### src/rtl/gpio_port_pkg.sv
package gpio_port_pkg;
  localparam int unsigned ADDR_W = 8;
  localparam int unsigned BUS_W  = 32;

  localparam logic [ADDR_W-1:0] OFS_OUT   = 8'h00;
  localparam logic [ADDR_W-1:0] OFS_IN    = 8'h04;
  localparam logic [ADDR_W-1:0] OFS_DIR   = 8'h08;
  localparam logic [ADDR_W-1:0] OFS_SET   = 8'h10;
  localparam logic [ADDR_W-1:0] OFS_CLR   = 8'h14;
  localparam logic [ADDR_W-1:0] OFS_PEN   = 8'h18;
  localparam logic [ADDR_W-1:0] OFS_PSEL  = 8'h1C;
  localparam logic [ADDR_W-1:0] OFS_IEN   = 8'h20;
  localparam logic [ADDR_W-1:0] OFS_STAT  = 8'h24;
  localparam logic [ADDR_W-1:0] OFS_MASK  = 8'h2C;
  localparam logic [ADDR_W-1:0] OFS_ACK   = 8'h30;
  localparam logic [ADDR_W-1:0] OFS_KIND  = 8'h34;
  localparam logic [ADDR_W-1:0] OFS_ANY   = 8'h38;
  localparam logic [ADDR_W-1:0] OFS_POL   = 8'h3C;
  localparam logic [ADDR_W-1:0] OFS_DBEN  = 8'h40;
  localparam logic [ADDR_W-1:0] OFS_DBDIV = 8'h44;
endpackage

### src/rtl/gpio_in_cond.sv
// Input conditioning: two-flop synchronizer followed by a per-pin debounce
// filter. Both paths end in the same filter flop, so bypass adds no skew.
module gpio_in_cond #(
  parameter int unsigned NPIN  = 32,
  parameter int unsigned DIV_W = 16
) (
  input  logic             clk,
  input  logic             rst_n,
  input  logic [NPIN-1:0]  pin_async,
  input  logic [NPIN-1:0]  db_en,
  input  logic [DIV_W-1:0] db_div,
  output logic [NPIN-1:0]  filt_o
);
  localparam logic [DIV_W-1:0] DIV_ONE = DIV_W'(1);

  logic [NPIN-1:0] s1_q, s2_q;
  logic            div_bypass;

  always_ff @(posedge clk or negedge rst_n) begin
    if (!rst_n) begin
      s1_q <= '0;
      s2_q <= '0;
    end else begin
      s1_q <= pin_async;
      s2_q <= s1_q;
    end
  end

  assign div_bypass = (db_div <= DIV_ONE);

  for (genvar i = 0; i < NPIN; i++) begin : g_pin
    logic [DIV_W-1:0] cnt_q, cnt_d;
    logic             f_q, f_d;

    always_comb begin
      cnt_d = cnt_q;
      f_d   = f_q;
      if (!db_en[i] || div_bypass) begin
        f_d   = s2_q[i];
        cnt_d = '0;
      end else if (s2_q[i] == f_q) begin
        cnt_d = '0;
      end else if (cnt_q == db_div - DIV_ONE) begin
        f_d   = s2_q[i];
        cnt_d = '0;
      end else begin
        cnt_d = cnt_q + DIV_ONE;
      end
    end

    always_ff @(posedge clk or negedge rst_n) begin
      if (!rst_n) begin
        cnt_q <= '0;
        f_q   <= 1'b0;
      end else begin
        cnt_q <= cnt_d;
        f_q   <= f_d;
      end
    end

    assign filt_o[i] = f_q;
  end

  // the filter only ever takes a value the synchronizer presented.
  a_r10_accept_seen: assert property (@(posedge clk) disable iff (!rst_n)
    1'b1 |=> (((filt_o ^ $past(filt_o)) & (filt_o ^ $past(s2_q))) == '0));
endmodule

### src/rtl/gpio_irq_unit.sv
// Per-pin trigger detection and pending state.
module gpio_irq_unit #(
  parameter int unsigned NPIN = 32
) (
  input  logic            clk,
  input  logic            rst_n,
  input  logic [NPIN-1:0] filt_i,
  input  logic [NPIN-1:0] kind_i,
  input  logic [NPIN-1:0] any_i,
  input  logic [NPIN-1:0] pol_i,
  input  logic [NPIN-1:0] en_i,
  input  logic [NPIN-1:0] ack_i,
  output logic [NPIN-1:0] pend_o
);
  logic [NPIN-1:0] prev_q;
  logic [NPIN-1:0] pend_q, pend_d;
  logic [NPIN-1:0] rise, fall, flip, edge_hit, lvl_hit;

  always_comb begin
    rise     = filt_i & ~prev_q;
    fall     = ~filt_i & prev_q;
    flip     = filt_i ^ prev_q;
    edge_hit = (any_i & flip) | (~any_i & ~pol_i & rise) | (~any_i & pol_i & fall);
    lvl_hit  = filt_i ^ pol_i;
    pend_d   = (kind_i & lvl_hit & en_i)
             | (~kind_i & ((pend_q & ~ack_i) | (edge_hit & en_i)));
  end

  always_ff @(posedge clk or negedge rst_n) begin
    if (!rst_n) begin
      prev_q <= '0;
      pend_q <= '0;
    end else begin
      prev_q <= filt_i;
      pend_q <= pend_d;
    end
  end

  assign pend_o = pend_q;

  // no pin can newly become pending while its enable was off.
  a_r8_disabled_quiet: assert property (@(posedge clk) disable iff (!rst_n)
    1'b1 |=> ((pend_q & ~$past(pend_q) & ~$past(en_i)) == '0));

  // an acknowledged edge pin with no fresh event is clear next cycle.
  a_r7_ack_clears: assert property (@(posedge clk) disable iff (!rst_n)
    1'b1 |=> ((pend_q & $past(ack_i & ~kind_i & ~(edge_hit & en_i))) == '0));

  // a level pin that is disabled is never left pending.
  a_r5_level_disabled: assert property (@(posedge clk) disable iff (!rst_n)
    1'b1 |=> ((pend_q & $past(kind_i & ~en_i)) == '0));
endmodule

### src/rtl/gpio_port_ctrl.sv
module gpio_port_ctrl
  import gpio_port_pkg::*;
#(
  parameter int unsigned NPIN  = 32,
  parameter int unsigned DIV_W = 16
) (
  input  logic              clk,
  input  logic              rst_n,
  input  logic [ADDR_W-1:0] bus_addr,
  input  logic              bus_we,
  input  logic [BUS_W-1:0]  bus_wdata,
  output logic [BUS_W-1:0]  bus_rdata,
  input  logic [NPIN-1:0]   pin_in,
  output logic [NPIN-1:0]   pin_out,
  output logic [NPIN-1:0]   pin_oe,
  output logic              irq
);
  logic [1:0] rst_sync_q;
  logic       rst_i_n;

  always_ff @(posedge clk or negedge rst_n) begin
    if (!rst_n) rst_sync_q <= 2'b00;
    else        rst_sync_q <= {rst_sync_q[0], 1'b1};
  end
  assign rst_i_n = rst_sync_q[1];

  logic [NPIN-1:0]  out_q, out_d, dir_q, dir_d, pen_q, pen_d, psel_q, psel_d;
  logic [NPIN-1:0]  ien_q, ien_d, msk_q, msk_d, kind_q, kind_d;
  logic [NPIN-1:0]  any_q, any_d, pol_q, pol_d, dben_q, dben_d;
  logic [DIV_W-1:0] div_q, div_d;
  logic [NPIN-1:0]  wvec, ack_vec, filt, pend;

  assign wvec    = bus_wdata[NPIN-1:0];
  assign ack_vec = (bus_we && bus_addr == OFS_ACK) ? wvec : '0;

  always_comb begin
    out_d  = out_q;  dir_d  = dir_q;  pen_d = pen_q;  psel_d = psel_q;
    ien_d  = ien_q;  msk_d  = msk_q;  kind_d = kind_q; any_d = any_q;
    pol_d  = pol_q;  dben_d = dben_q; div_d = div_q;
    if (bus_we) begin
      case (bus_addr)
        OFS_OUT:   out_d  = wvec;
        OFS_DIR:   dir_d  = wvec;
        OFS_SET:   out_d  = out_q | wvec;
        OFS_CLR:   out_d  = out_q & ~wvec;
        OFS_PEN:   pen_d  = wvec;
        OFS_PSEL:  psel_d = wvec;
        OFS_IEN:   ien_d  = wvec;
        OFS_MASK:  msk_d  = wvec;
        OFS_KIND:  kind_d = wvec;
        OFS_ANY:   any_d  = wvec;
        OFS_POL:   pol_d  = wvec;
        OFS_DBEN:  dben_d = wvec;
        OFS_DBDIV: div_d  = bus_wdata[DIV_W-1:0];
        default: ;
      endcase
    end
  end

  always_ff @(posedge clk or negedge rst_i_n) begin
    if (!rst_i_n) begin
      out_q <= '0; dir_q <= '0; pen_q <= '0; psel_q <= '0;
      ien_q <= '0; msk_q <= '0; kind_q <= '0; any_q <= '0;
      pol_q <= '0; dben_q <= '0; div_q <= '0;
    end else begin
      out_q <= out_d; dir_q <= dir_d; pen_q <= pen_d; psel_q <= psel_d;
      ien_q <= ien_d; msk_q <= msk_d; kind_q <= kind_d; any_q <= any_d;
      pol_q <= pol_d; dben_q <= dben_d; div_q <= div_d;
    end
  end

  gpio_in_cond #(.NPIN(NPIN), .DIV_W(DIV_W)) u_in (
    .clk       (clk),
    .rst_n     (rst_i_n),
    .pin_async (pin_in),
    .db_en     (dben_q),
    .db_div    (div_q),
    .filt_o    (filt)
  );

  gpio_irq_unit #(.NPIN(NPIN)) u_irq (
    .clk    (clk),
    .rst_n  (rst_i_n),
    .filt_i (filt),
    .kind_i (kind_q),
    .any_i  (any_q),
    .pol_i  (pol_q),
    .en_i   (ien_q),
    .ack_i  (ack_vec),
    .pend_o (pend)
  );

  always_comb begin
    bus_rdata = '0;
    case (bus_addr)
      OFS_OUT:   bus_rdata[NPIN-1:0]  = out_q;
      OFS_IN:    bus_rdata[NPIN-1:0]  = filt;
      OFS_DIR:   bus_rdata[NPIN-1:0]  = dir_q;
      OFS_PEN:   bus_rdata[NPIN-1:0]  = pen_q;
      OFS_PSEL:  bus_rdata[NPIN-1:0]  = psel_q;
      OFS_IEN:   bus_rdata[NPIN-1:0]  = ien_q;
      OFS_STAT:  bus_rdata[NPIN-1:0]  = pend;
      OFS_MASK:  bus_rdata[NPIN-1:0]  = msk_q;
      OFS_KIND:  bus_rdata[NPIN-1:0]  = kind_q;
      OFS_ANY:   bus_rdata[NPIN-1:0]  = any_q;
      OFS_POL:   bus_rdata[NPIN-1:0]  = pol_q;
      OFS_DBEN:  bus_rdata[NPIN-1:0]  = dben_q;
      OFS_DBDIV: bus_rdata[DIV_W-1:0] = div_q;
      default: ;
    endcase
  end

  assign pin_out = out_q;
  assign pin_oe  = dir_q;
  assign irq     = |(pend & ien_q & ~msk_q);

  // a set write forces ones and leaves the other bits alone.
  a_r3_set_ones: assert property (@(posedge clk) disable iff (!rst_i_n)
    (bus_we && bus_addr == OFS_SET) |=>
      ((pin_out & $past(wvec)) == $past(wvec)) &&
      ((pin_out & ~$past(wvec)) == ($past(pin_out) & ~$past(wvec))));

  // a clear write drops ones and leaves the other bits alone.
  a_r3_clr_ones: assert property (@(posedge clk) disable iff (!rst_i_n)
    (bus_we && bus_addr == OFS_CLR) |=>
      ((pin_out & $past(wvec)) == '0) &&
      ((pin_out & ~$past(wvec)) == ($past(pin_out) & ~$past(wvec))));

  // with every pin masked the request line stays low.
  a_r9_mask_blocks: assert property (@(posedge clk) disable iff (!rst_i_n)
    (&msk_q) |-> !irq);

  // the first cycle out of reset has no request and no drivers on.
  a_r1_reset_quiet: assert property (@(posedge clk)
    $rose(rst_i_n) |-> (!irq && pin_oe == '0));
endmodule

### config.mk
export PLATFORM = sky130hd
export DESIGN_NAME = gpio_port_ctrl
export DESIGN_NICKNAME = d
export VERILOG_FILES = /design/src/rtl/gpio_port_pkg.sv /design/src/rtl/gpio_in_cond.sv /design/src/rtl/gpio_irq_unit.sv /design/src/rtl/gpio_port_ctrl.sv
export SDC_FILE = /design/constraint.sdc
export NUM_CORES = 2
export LEC_CHECK = 0
export ABC_CLOCK_PERIOD_IN_PS = 47100
export BUFFER_PORTS_ARGS = -buffer_cell sky130_fd_sc_hd__buf_4
export CAP_MARGIN = 40
export CORE_ASPECT_RATIO = 1.5
export CORE_MARGIN = 2
export CORE_UTILIZATION = 45
export CTS_CLUSTER_DIAMETER = 100
export DETAILED_ROUTE_END_ITERATION = 12
export GPL_TIMING_DRIVEN = 0
export PLACE_DENSITY = 0.66
export SYNTH_ARGS = -nofsm -noshare
export SYNTH_HDL_FRONTEND = slang
export SYNTH_HIERARCHICAL = 1
export SYNTH_SLANG_ARGS = --single-unit
### constraint.sdc
create_clock -name clk -period 47.1 [get_ports clk]
set_input_delay 2.355 -clock clk [delete_from_list [all_inputs] [get_ports clk]]
set_output_delay 2.355 -clock clk [all_outputs]
set_load 0.02 [all_outputs]
==> impl_metrics.csv <==
group,metric,value,unit
die,die_h,454,um
cells_and_area,postLayoutCoreUtil,52.6,%
placed_design,placed_cells,8164,
logic_synthesis,synth_top_flop_cell,"dfrtp_1",
grt,grt_pass1_wl,394,mm
power,pwr-share-seq,38.3,%
detailed_routing,drc,0,
timing,worst_slack,38.95,ns
clock_network,hold_buffers,0,
logic_synthesis,synth_cell_types,98,
placed_design,gp_congestion,1.06,
logic_synthesis,synth_edf_count,0,
setup_path,crit_type,"in -> out",
setup_path,arrival,5.80,ns
setup_path,critPathRequiredTime,44.74,ns
die,dieArea,138000,um2
die,start_util,45.1,%
power,power_frac_comb,24.3,%
worst_hold_path,hold_path_class,"reg -> async",
detailed_routing,wire_per_inst,33.5,um
clock_network,cts_made_buffers,105,
power,clkPwrFrac,37.4,%
logic_synthesis,synth_area,60700,um2
setup_path,ff2ff_path_depth,20,
clock_network,cts_setup_buffers,0,
timing,fmax,123,MHz
grt,grt_antenna_before_repair,14,
clock_network,clockBufferDepth,3,
clock_network,cts_max_level,3,
logic_synthesis,syn_nets,6228,
timing,worst_pin_slew,1.09,ns
logic_synthesis,ys_async_sr_fraction,100,%
clock_network,cts.sinks,1010,
detailed_routing,ant_nets,0,
timing,hold_viol,0,
setup_path,cp-start-kind,"input port",
placed_design,preCtsSetupSlack,39.12,ns
placed_design,port_buffers,169,
run_status,status,"complete, no violations",
cells_and_area,drive_gt1_share,18.6,%
timing,layout_min_cycle_time,8.15,ns
detailed_routing,via_per_inst,6.36,
setup_path,cp-end-kind,"output port",
logic_synthesis,yosysTopAreaCellShare,41.7,%
power,swShare,33.6,%
flow_run,cap_violations,0,
timing,fin_tns_setup,0,ns
power,pwr_density_cell,35.0,nW/um2
cells_and_area,fin_nets,6697,
clock_network,tritoncts,"done",
detailed_routing,firstDrtPassIters,8,
logic_synthesis,yosys-top-cells-area,"dfrtp_1 42%, xor2_1 6.0%, xnor2_1 6.0%",
die,placementRows,165,
grt,grt_max_degree,65,
power,p_leak,29.8,nW
timing,max-slew-margin-rel,25.4,%
clock_network,clk_pin_slew,0.05,ns
logic_synthesis,ys_seq_area_share,41.7,%
logic_synthesis,synth_top_area_cell,"dfrtp_1",
cells_and_area,multi_input_area,32800,um2
logic_synthesis,ys_seq_elements,1010,
cells_and_area,regMostFlops,"u_in/g_pin.cnt_q",
clock_network,root_buffer,"clkbuf_16",
cells_and_area,nFillCells,12200,
logic_synthesis,synth_cells,6055,
timing,drv_slew,0,
logic_synthesis,synth_most_common_cell,"dfrtp_1",
logic_synthesis,yosysWarnings,6,
grt,grt_overflow,0,
timing,post-route-period-util,17.3,%
detailed_routing,routed_wl,281,mm
die,io_pins,172,
die,die_width,304,um
detailed_routing,num_vias,53200,
die,fp.coreArea,134000,um2
setup_path,critPathMaxFanout,10,
detailed_routing,detailedRoute.firstIterationViolations,5860,
power,p_int,1.65,mW
cells_and_area,syn_to_final_growth,16.6,%
timing,clock_skew,0.0382,ns
grt,grt_pass1_vias,52100,
logic_synthesis,syn_area_per_cell,10.0,um2
timing,rsz0062_at_grt,"false",
logic_synthesis,synth_commonest_cells,"1,010 x dfrtp_1, 514 x nor2_1, 419 x xor2_1",
power,p_switching,0.831,mW
cells_and_area,regArea,25300,um2
cells_and_area,largest_reg_flops,512,
grt,grt_use_total,40.3,%
timing,setup_viol,0,
clock_network,post_cts_resized,0,
clock_network,insertion_delay,0.77,ns
cells_and_area,fin_cells,8374,
power,ir_drop,31.0,uV
placed_design,hpwl,214,mm
-- power by group through the flow --
stage / clock network (mW) / registers [mW] / logic, mW
after global placement: 0 / 0.980 / 0.502
final: 0.927 / 0.948 / 0.602
after CTS: 0.940 / 0.946 / 0.574
after detailed placement: 0 / 0.962 / 0.572
after floorplan: 0 / 0.962 / 0.274
after global routing: 0.972 / 0.950 / 0.609
-- critical path, stage by stage --
cell and delay, ns:
buf_4 0.12, buf_2 0.18, nand4bb_1 0.19, buf_2 0.27, nor2_1 0.61, buf_2 0.66, clkbuf_1 0.54, buf_6 0.28
a22oi_1 0.13, nand4_1 0.25, buf_4 0.18
-- cells by family after synthesis --
family | after synthesis | share of synthesized area [%]
AND/OR/NAND/NOR | 2087 | 17.6
flip-flops | 1010 | 41.7
XOR/XNOR | 926 | 15.5
AO/OA/AOI/OAI | 907 | 11.0
buffers and inverters | 628 | 4.59
multiplexers | 398 | 7.72
adder cells (fa/ha/maj) | 98 | 2.02
other | 1 | 0.00618
-- cell usage in the layout, fill, tap and decap left out, types with 37 or more instances in the layout --
cell / count
dfrtp_1: 1009
nor2_1: 510
xor2_1: 418
xnor2_1: 411
nand2_1: 368
mux2_2: 290
nand3_1: 280
clkbuf_1: 247
buf_4: 224
nor3_1: 204
a21oi_1: 169
inv_1: 160
nand4_1: 156
o21ai_0: 150
nor4_1: 130
buf_2: 125
clkbuf_16: 107
and3_1: 103
ha_1: 98
a22oi_1: 92
xnor3_1: 92
buf_6: 90
buf_8: 73
mux2_4: 62
and2_1: 61
o22ai_1: 59
buf_1: 57
o211ai_1: 51
or3_1: 38
o211ai_2: 37
-- metrics by stage --
step           hold slack (ns)  instance area, um2  power (mW)
6_report                 0.272               70700        2.48
5_1_grt                  0.296               70700        2.53
4_1_cts                  0.283               70600        2.46
3_5_place_dp             0.283               66900        1.53
3_3_place_gp             0.332               64100        1.48
2_1_floorplan            0.331               60700        1.24
-- final timing paths --
kind	from	to	slack, ns
max	bus_addr[0]	bus_rdata[31]	38.95
min	rst_sync_q[1]$_DFF_PN0_	u_in/s1_q[2]$_DFF_PN0_	0.27
min in group clk	u_in/s1_q[21]$_DFF_PN0_	u_in/s2_q[21]$_DFF_PN0_	0.35
min reg2reg	rst_sync_q[1]$_DFF_PN0_	u_in/s1_q[2]$_DFF_PN0_	0.27
max reg2reg	div_q[0]$_DFFE_PN0P_	u_in/g_pin[27].cnt_q[13]$_DFF_PN0_	39.75
max in group asynchronous	rst_sync_q[1]$_DFF_PN0_	pin_oe[27]$_DFFE_PN0P_	44.91
-- cell type report --
| class | count | area share, % |
|---|---|---|
| inverters | 162 | 0.860 |
| repair buffers | 362 | 5.50 |
| multi-input cells | 4417 | 46.3 |
| diodes | 8 | 0.0283 |
| plain buffers | 466 | 3.10 |
| clock buffers | 140 | 4.23 |
| clock inverters | 56 | 1.12 |
| flip-flops and latches | 1010 | 35.7 |
| well taps | 1753 | 3.10 |
-- per-layer routing --
metal	wire length, um	up-vias	track usage [%]
met1	96100	26500	44.4
met3	24000	1131	8.54
met2	128000	3135	65.0
met5	77	-	0
met4	32600	12	38.3
li1	-	22500	-
No activity file was read; power rests on OpenSTA's default activity.
